### src/rtl/scsi_regif_pkg.sv
package scsi_regif_pkg;

  localparam int ADDR_W = 3;
  localparam int DATA_W = 8;
  localparam int NREG   = 1 << ADDR_W;
  localparam int CTL_W  = 10;
  localparam int OE_W   = 5;

  // host register offsets
  localparam logic [ADDR_W-1:0] OFS_DATA  = 3'd0;
  localparam logic [ADDR_W-1:0] OFS_ICR   = 3'd1;
  localparam logic [ADDR_W-1:0] OFS_MODE  = 3'd2;
  localparam logic [ADDR_W-1:0] OFS_TCR   = 3'd3;
  localparam logic [ADDR_W-1:0] OFS_STAT  = 3'd4;
  localparam logic [ADDR_W-1:0] OFS_BAS   = 3'd5;
  localparam logic [ADDR_W-1:0] OFS_IDATA = 3'd6;
  localparam logic [ADDR_W-1:0] OFS_PRST  = 3'd7;

  // initiator command bits
  localparam int ICR_RST  = 7;
  localparam int ICR_ARB  = 6;
  localparam int ICR_LOST = 5;
  localparam int ICR_ACK  = 4;
  localparam int ICR_BSY  = 3;
  localparam int ICR_SEL  = 2;
  localparam int ICR_ATN  = 1;
  localparam int ICR_DRV  = 0;
  localparam logic [DATA_W-1:0] ICR_KEEP = 8'h9F;

  // mode bits
  localparam int MODE_DMA = 1;
  localparam int MODE_ARB = 0;

  // sampled bus control vector positions
  localparam int BC_RST = 9;
  localparam int BC_BSY = 8;
  localparam int BC_MSG = 6;
  localparam int BC_CD  = 5;
  localparam int BC_IO  = 4;
  localparam int BC_SEL = 3;
  localparam int BC_ATN = 1;
  localparam int BC_ACK = 0;

  function automatic logic phase_eq(input logic [2:0] bus_ph,
                                    input logic [2:0] want_ph);
    return bus_ph == want_ph;
  endfunction

  function automatic logic [OE_W-1:0] ctl_from_icr(input logic [DATA_W-1:0] icr);
    return {icr[ICR_RST], icr[ICR_ACK], icr[ICR_BSY], icr[ICR_SEL], icr[ICR_ATN]};
  endfunction

  function automatic logic [DATA_W-1:0] pack_bas(input logic eod, input logic drq,
                                                 input logic pm, input logic atn,
                                                 input logic ack);
    return {eod, drq, 1'b0, 1'b0, pm, 1'b0, atn, ack};
  endfunction

  function automatic logic [DATA_W-1:0] pack_status(input logic [CTL_W-1:0] ctl);
    return ctl[CTL_W-1:2];
  endfunction

endpackage

### src/rtl/regif_decode.sv
module regif_decode
  import scsi_regif_pkg::*;
#(
  parameter int AW = ADDR_W,
  localparam int NR = 1 << AW
) (
  input  logic [AW-1:0] addr,
  input  logic          wr,
  input  logic          rd,
  output logic [NR-1:0] wr_hit,
  output logic          rd_last
);

  for (genvar g = 0; g < NR; g++) begin : g_hit
    assign wr_hit[g] = wr && (addr == AW'(g));
  end

  assign rd_last = rd && (addr == AW'(NR - 1));

endmodule

### src/rtl/regif_regs.sv
module regif_regs
  import scsi_regif_pkg::*;
#(
  parameter int DW = DATA_W
) (
  input  logic          clk,
  input  logic          rst_n,
  input  logic          wr_data,
  input  logic          wr_icr,
  input  logic          wr_mode,
  input  logic          wr_tcr,
  input  logic [DW-1:0] wdata,
  input  logic          bus_sel,
  input  logic          bus_bsy,
  input  logic          phase_ok,
  input  logic          arb_done,
  output logic [DW-1:0] odr_q,
  output logic [DW-1:0] icr_q,
  output logic [DW-1:0] mode_q,
  output logic [DW-1:0] tcr_q,
  output logic          eod_q,
  output logic          arb_start
);

  logic [DW-1:0] icr_d, mode_d;
  logic          eod_d, dma_stop, arb_lost_now;

  always_comb begin
    icr_d        = icr_q;
    mode_d       = mode_q;
    eod_d        = eod_q;
    arb_start    = 1'b0;
    arb_lost_now = 1'b0;
    if (arb_done) icr_d[ICR_ARB] = 1'b0;
    if (wr_icr)   icr_d = wdata & ICR_KEEP;
    if (wr_mode) begin
      mode_d = wdata;
      if (wdata[MODE_DMA]) eod_d = 1'b0;
      if (wdata[MODE_ARB] && !mode_q[MODE_ARB]) begin
        if (bus_sel && !icr_q[ICR_SEL]) begin
          arb_lost_now    = 1'b1;
          icr_d[ICR_LOST] = 1'b1;
          icr_d[ICR_ARB]  = 1'b0;
        end else begin
          arb_start       = 1'b1;
          icr_d[ICR_LOST] = 1'b0;
          icr_d[ICR_ARB]  = 1'b1;
        end
      end
    end
    dma_stop = mode_d[MODE_DMA] && (!bus_bsy || !phase_ok);
    if (dma_stop) begin
      mode_d[MODE_DMA] = 1'b0;
      eod_d            = 1'b1;
    end
  end

  always_ff @(posedge clk or negedge rst_n) begin
    if (!rst_n) begin
      odr_q  <= '0;
      icr_q  <= '0;
      mode_q <= '0;
      tcr_q  <= '0;
      eod_q  <= 1'b0;
    end else begin
      if (wr_data) odr_q <= wdata;
      if (wr_tcr)  tcr_q <= wdata;
      icr_q  <= icr_d;
      mode_q <= mode_d;
      eod_q  <= eod_d;
    end
  end

  AST_ARB_WON: assert property (@(posedge clk) disable iff (!rst_n)
    arb_start |=> (icr_q[ICR_ARB] && !icr_q[ICR_LOST]));

  AST_ARB_LOST: assert property (@(posedge clk) disable iff (!rst_n)
    arb_lost_now |=> (icr_q[ICR_LOST] && !icr_q[ICR_ARB]));

  AST_DMA_END: assert property (@(posedge clk) disable iff (!rst_n)
    (mode_q[MODE_DMA] && !wr_mode && (!bus_bsy || !phase_ok))
      |=> (!mode_q[MODE_DMA] && eod_q));

endmodule

### src/rtl/regif_rdmux.sv
module regif_rdmux
  import scsi_regif_pkg::*;
#(
  parameter int AW = ADDR_W,
  parameter int DW = DATA_W,
  parameter int CW = CTL_W
) (
  input  logic [AW-1:0] addr,
  input  logic [DW-1:0] bus_data,
  input  logic [CW-1:0] bus_ctl,
  input  logic [DW-1:0] icr,
  input  logic [DW-1:0] mode,
  input  logic [DW-1:0] tcr,
  input  logic          eod,
  input  logic          drq,
  input  logic          pm,
  output logic [DW-1:0] rdata
);

  always_comb begin
    unique case (addr)
      OFS_DATA:  rdata = bus_data;
      OFS_ICR:   rdata = icr;
      OFS_MODE:  rdata = mode;
      OFS_TCR:   rdata = tcr;
      OFS_STAT:  rdata = pack_status(bus_ctl);
      OFS_BAS:   rdata = pack_bas(eod, drq, pm, bus_ctl[BC_ATN], bus_ctl[BC_ACK]);
      OFS_IDATA: rdata = '0;
      OFS_PRST:  rdata = '0;
      default:   rdata = '0;
    endcase
  end

endmodule

### src/rtl/scsi_init_regif.sv
module scsi_init_regif
  import scsi_regif_pkg::*;
(
  input  logic              clk,
  input  logic              rst_n,
  input  logic [ADDR_W-1:0] host_addr,
  input  logic              host_wr,
  input  logic              host_rd,
  input  logic [DATA_W-1:0] host_wdata,
  output logic [DATA_W-1:0] host_rdata,
  input  logic [DATA_W-1:0] bus_data_i,
  input  logic [CTL_W-1:0]  bus_ctl_i,
  output logic [DATA_W-1:0] bus_data_o,
  output logic              bus_data_oe,
  output logic [OE_W-1:0]   bus_ctl_oe,
  input  logic              arb_done_i,
  input  logic              dma_drq_i,
  output logic              arb_start_o,
  output logic              dma_mode_o,
  output logic              phase_match_o,
  output logic              sel_en_stb_o,
  output logic              dma_send_stb_o,
  output logic              dma_trx_stb_o,
  output logic              dma_irx_stb_o,
  output logic              par_clr_stb_o
);

  logic [NREG-1:0]   wr_hit;
  logic [DATA_W-1:0] odr_q, icr_q, mode_q, tcr_q;
  logic              eod_q, phase_ok;

  regif_decode #(.AW(ADDR_W)) u_dec (
    .addr    (host_addr),
    .wr      (host_wr),
    .rd      (host_rd),
    .wr_hit  (wr_hit),
    .rd_last (par_clr_stb_o)
  );

  // live phase compare: target command bits 2,1,0 = MSG, C/D, I/O
  assign phase_ok = phase_eq({bus_ctl_i[BC_MSG], bus_ctl_i[BC_CD], bus_ctl_i[BC_IO]},
                             tcr_q[2:0]);

  regif_regs #(.DW(DATA_W)) u_regs (
    .clk       (clk),
    .rst_n     (rst_n),
    .wr_data   (wr_hit[OFS_DATA]),
    .wr_icr    (wr_hit[OFS_ICR]),
    .wr_mode   (wr_hit[OFS_MODE]),
    .wr_tcr    (wr_hit[OFS_TCR]),
    .wdata     (host_wdata),
    .bus_sel   (bus_ctl_i[BC_SEL]),
    .bus_bsy   (bus_ctl_i[BC_BSY]),
    .phase_ok  (phase_ok),
    .arb_done  (arb_done_i),
    .odr_q     (odr_q),
    .icr_q     (icr_q),
    .mode_q    (mode_q),
    .tcr_q     (tcr_q),
    .eod_q     (eod_q),
    .arb_start (arb_start_o)
  );

  regif_rdmux #(.AW(ADDR_W), .DW(DATA_W), .CW(CTL_W)) u_rd (
    .addr     (host_addr),
    .bus_data (bus_data_i),
    .bus_ctl  (bus_ctl_i),
    .icr      (icr_q),
    .mode     (mode_q),
    .tcr      (tcr_q),
    .eod      (eod_q),
    .drq      (dma_drq_i),
    .pm       (phase_ok),
    .rdata    (host_rdata)
  );

  assign bus_data_o     = odr_q;
  assign bus_data_oe    = icr_q[ICR_DRV];
  assign bus_ctl_oe     = ctl_from_icr(icr_q);
  assign dma_mode_o     = mode_q[MODE_DMA];
  assign phase_match_o  = phase_ok;
  assign sel_en_stb_o   = wr_hit[OFS_STAT];
  assign dma_send_stb_o = wr_hit[OFS_BAS];
  assign dma_trx_stb_o  = wr_hit[OFS_IDATA];
  assign dma_irx_stb_o  = wr_hit[OFS_PRST];

  AST_CTL_ONLY_ON_ICR: assert property (@(posedge clk) disable iff (!rst_n)
    !$stable(bus_ctl_oe) |-> $past(host_wr && host_addr == OFS_ICR));

  AST_ODR_LIVE: assert property (@(posedge clk) disable iff (!rst_n)
    (host_wr && host_addr == OFS_DATA && bus_data_oe)
      |=> (bus_data_oe && bus_data_o == $past(host_wdata)));

endmodule

### config.mk
export PLATFORM = sky130hd
export DESIGN_NAME = scsi_init_regif
export DESIGN_NICKNAME = d
export VERILOG_FILES = /design/src/rtl/scsi_regif_pkg.sv /design/src/rtl/regif_decode.sv /design/src/rtl/regif_regs.sv /design/src/rtl/regif_rdmux.sv /design/src/rtl/scsi_init_regif.sv
export SDC_FILE = /design/constraint.sdc
export NUM_CORES = 1
export LEC_CHECK = 0
export BUFFER_PORTS_ARGS = -buffer_cell sky130_fd_sc_hd__buf_4
export CORE_MARGIN = 1.5
export CORE_UTILIZATION = 43
export CTS_CLUSTER_SIZE = 20
export DETAILED_ROUTE_END_ITERATION = 10
export PLACE_DENSITY = 0.73
export RECOVER_POWER = 100
export SLEW_MARGIN = 20
export SYNTH_ARGS = -nofsm -noshare
export SYNTH_HDL_FRONTEND = slang
export SYNTH_SLANG_ARGS = --single-unit
### constraint.sdc
create_clock -name clk -period 2.2 [get_ports clk]
set_input_delay 0.11 -clock clk [delete_from_list [all_inputs] [get_ports clk]]
set_output_delay 0.11 -clock clk [all_outputs]
set_load 0.02 [all_outputs]
# Yosys cells after proc, flatten, opt, wreduce, memory -nomap -nowiden
# Index checks and enable logic that the tools add are counted.
dict set report classes {
  addsub 0
  multipliers 0
  n_div 0
  order_cmp 0
  n_eq_ne 8
  shift 0
  mux 14
  n_bitwise 0
  n_reduce_logical 22
}
# op count
set ops {}
lappend ops {{$pmux W8 S7} 1}
lappend ops {{$eq A3 B3 Y1 const B} 4}
lappend ops {{$logic_and A1 B1 Y1} 12}
lappend ops {{$mux W1} 8}
lappend ops {{$mux W2} 4}
lappend ops {{$mux W7} 1}
lappend ops {{$eq A3 B2 Y1 const B} 2}
lappend ops {{$logic_not A1 Y1} 4}
lappend ops {{$reduce_bool A2 Y1} 2}
lappend ops {{$eq A3 B1 Y1 const B} 1}
lappend ops {{$eq A3 B3 Y1} 1}
lappend ops {{$logic_not A3 Y1} 1}
lappend ops {{$reduce_and A2 Y1} 1}
lappend ops {{$reduce_or A2 Y1} 1}
lappend ops {{$logic_or A1 B1 Y1} 1}
dict set report totals {
  register_bits 33
  latch_bits 0
  ramBits 0
  rom_bits 0
  out_inout_bits 30
  mem_count 0
}

# Longest topological paths before layout
dict set report logic_depth {
  depth_word 6
  mapped_depth 6
  ltp_nobuf 4
}

# By module
# Synthesis repeated with hierarchy kept, for this count alone.
dict set report unflattened {
  cells_unflattened 152
  area_unflattened_um2 1828.0
}
# module instances cells_each area_per_inst_um2
set by_module_without_submodules {}
lappend by_module_without_submodules {regif_regs 1 82 1265.0}
lappend by_module_without_submodules {regif_rdmux 1 57 420.4}
lappend by_module_without_submodules {regif_decode 1 9 106.4}
lappend by_module_without_submodules {scsi_init_regif 1 4 36.3}

# Least setup slack after synthesis
# Ideal clock, no wire load.
dict set report synth_path {
  path_type {reg-to-output}
  from {register u_regs.tcr_q[0]}
  to {output host_rdata[3]}
  arrival_time_ps 1584
  t_required_ps 2090
  setup_slack_ps 506
  stages_incl_launch_ff 5
  n_path_buf 0
  cell_sequence {dfrtp_1 > xor2_1 > nor3_1 > and3_1 > o22a_1}
}
dict set report synth_between {
  elab_chain_len 2
}
# item line_no
set synth_lines {}
lappend synth_lines {{from (decl)} regif_regs.sv:20} ;# output logic [DW-1:0] tcr_q,
lappend synth_lines {{from (signal assigned)} regif_regs.sv:67} ;# if (wr_tcr) tcr_q <= wdata;
lappend synth_lines {{$eq A3 B3 Y1} scsi_regif_pkg.sv:46} ;# return bus_ph == want_ph;
lappend synth_lines {{named net phase_match_o} scsi_init_regif.sv:20} ;# output logic phase_match_o,
lappend synth_lines {{$pmux W8 S7} regif_rdmux.sv:21} ;# unique case (addr)
lappend synth_lines {{to (decl)} scsi_init_regif.sv:10} ;# output logic [DATA_W-1:0] host_rdata,
# The timed path passes the listed nets, and every way through them passes these cells.

# Worst setup path after layout
dict set report layout_path {
  from {register u_regs.tcr_q[0]}
  to {output host_rdata[3]}
}
dict set report layout_between {
  elab_chain_len 2
}
# item line_no
set layout_lines {}
lappend layout_lines {{$eq A3 B3 Y1} scsi_regif_pkg.sv:46}
lappend layout_lines {{$pmux W8 S7} regif_rdmux.sv:21}
# Every way passes these cells.

==> results_dict.tcl <==
set metrics [dict create \
    root_buffer "clkbuf_8" \
    finalWirelength_mm 4.49 \
    worst_slew_pin_slew_ns 1.37 \
    required_ns 2.09 \
    numClockSinks 33 \
    max_freq_mhz 534 \
    syn_avg_cell_area_um2 11.0 \
    synth_warnings 0 \
    drtIter0Drc 62 \
    async_reset_ff_share_pct 100 \
    syn-num-nets 204 \
    ioPinCount 65 \
    clkLatencyLatePin_ns 0.29 \
    finalCriticalPeriod_ns 1.87 \
    wire_per_inst_um 16.1 \
    io_buffers 64 \
    placed_area_mm2 0.00232 \
    critPathLaunch "u_regs.tcr_q[0]" \
    rsz0062_at_grt "false" \
    core_mm2 0.00409 \
    initial_utilization_pct 45.6 \
    syn_to_final_growth_pct 23.0 \
    die_width_um 68.8 \
    grt_use_total_pct 21.9 \
    fin_setup_tns_ns 0 \
    fin_util_pct 56.1 \
    setup_violations 0 \
    ff2ff_setup_slack_ns 0.89 \
    clock_skew_ns 0.00535 \
    maxSlewHeadroom_pct 8.22 \
    ir_worst_vdd_mv 0.418 \
    path_class "register to primary output" \
    num_rows 23 \
    hold_depth 3 \
    hold_path_class "primary input to register" \
    antenna_found_initial 0 \
    cp.arrival_ns 1.76 \
    reg2reg_depth 4 \
    finalMaxSlewViolations 0 \
    grt_pass1_vias 1486 \
    cts_resized 0 \
    multi_input_comb_area_um2 897 \
    ctsHtreeMaxLevel 2 \
    placedCellCount 270 \
    firstDrtPassIters 4 \
    nets 263 \
    vias 1484 \
    fin_crit_sh_pct 85.2 \
    p_per_area_mw_per_mm2 792 \
    chipHeight_um 68.8 \
    synth_edf_count 0 \
    ant_nets 0 \
    overflow 0 \
    crit_fanout 3 \
    drc 0 \
    clock_path_buffers 2 \
    worstHoldStart "host_wdata[4]" \
    final_cell_mix "buf_4 (37), dfrtp_1 (33), mux2_2 (28), clkbuf_1 (27), nor2_1 (16)" \
    syn_inst 169 \
    n_antenna_cell 0 \
    ys_ff_latch 33 \
    regArea_um2 826 \
    max-cap-violations 0 \
    cts_buffers 5 \
    fillCellCount 396 \
    critPathCaptureType "primary output" \
    path_clk_slew_ns 0.07 \
    outcome "completed" \
    cts_tree "built" \
    die-area_mm2 0.00474 \
    drive_gt1_share_pct 33.6 \
    final_cells 279 \
    leakage_nw 1.03 \
    final_common_cell "buf_4" \
    holdPathEnd "u_regs.icr_q[4]" \
    ys_types 33 \
    reg2reg_to "u_regs.mode_q[1]" \
    seq_area_frac_synth_pct 44.3 \
    synth_ff_type "dfrtp_1" \
    final-hold-violation-count 0 \
    synth.cell_area_mm2 0.00186 \
    crit_path_start_kind "register" \
    r2r_start "u_regs.tcr_q[0]" \
    final_area_mm2 0.00229 \
    routed_via_density 5.32 \
    grt_max_degree 34 \
    hpwl_mm 3.19 \
    place_congestion 0.777 \
    grt_pass1_wl_mm 7.41 \
]
==> sequential cells by signal (all words and copies together) (netlist names) <==
name and flops:
u_regs.icr_q 8, u_regs.mode_q 8, u_regs.odr_q 8, u_regs.tcr_q 8, u_regs.eod_q 1
==> area by class of cell <==
type,instances,area share (%)
Inverter,3,0.491
Tap cell,50,2.73
Clock buffer,7,4.20
Clock inverter,1,0.218
Multi-Input combinational cell,119,39.1
Timing Repair Buffer,66,17.2
Sequential cell,33,36.0
==> per-stage QoR <==
step / total power, mW / setup slack [ns] / hold WS [ns]
6_report: 1.82 / 0.326 / 0.0669
5_1_grt: 1.91 / 0.187 / 0.0683
2_1_floorplan: 1.18 / 0.506 / -0.186
3_5_place_dp: 1.39 / 0.673 / 0.0857
4_1_cts: 1.91 / 0.398 / 0.0623
3_3_place_gp: 1.38 / 0.678 / 0.0818
==> cells by family after synthesis <==
family | share of synthesized area, %
AND/OR/NAND/NOR | 15.9
multiplexers | 22.0
flip-flops | 44.3
AO/OA/AOI/OAI | 10.7
buffers and inverters | 5.64
XOR/XNOR | 1.41
==> report_power, final <==
| group | total, mW | internal (mW) | switching [mW] |
|---|---|---|---|
| Clock | 0.512 | 0.283 | 0.229 |
| Combinational | 0.500 | 0.225 | 0.275 |
| Sequential | 0.804 | 0.731 | 0.0722 |
==> routing by layer <==
metal | global-route usage, % | vias up | routed length [um]
met1 | 29.4 | 722 | 2040
met2 | 34.3 | 42 | 2110
met4 | 8.58 | 0 | 102
met5 | 0 | - | 0
li1 | - | 713 | -
met3 | 5.19 | 7 | 242
==> worst max-delay path by stage <==
stage	end	slack (ns)	cells past startpoint
final	host_rdata[3]	0.33	5
after floorplan	host_rdata[3]	0.51	4
after detailed placement	host_rdata[3]	0.67	5
after global routing	u_regs.icr_q[6]	0.19	5
after CTS	host_rdata[3]	0.40	5
after global placement	host_rdata[3]	0.68	5
==> Yosys cell counts, types with 4 or more instances <==
library cell   n  area [um^2]
a211oi_1       4         30.0
a21oi_1       13         65.1
buf_4          8         60.1
dfrtp_1       33          826
mux2_2        28          315
mux2i_1        8         80.1
nand2_1        7         26.3
nand2b_1       5         31.3
nor2_1        16         60.1
nor2b_1        7         43.8
==> worst max-delay path: stages (launching register included) <==
cell,delay [ns]
dfrtp_1,0.41
xor2_1,0.17
nor3_1,0.34
and3_1,0.21
o22a_1,0.12
clkbuf_1,0.22
==> what timing repair did <==
action                    4_1_cts  5_1_grt
buffers inserted                0        0
hold buffers                    1        0
hold endpoints to repair       33        0
Note: power is estimated with default switching activity, not from simulation.
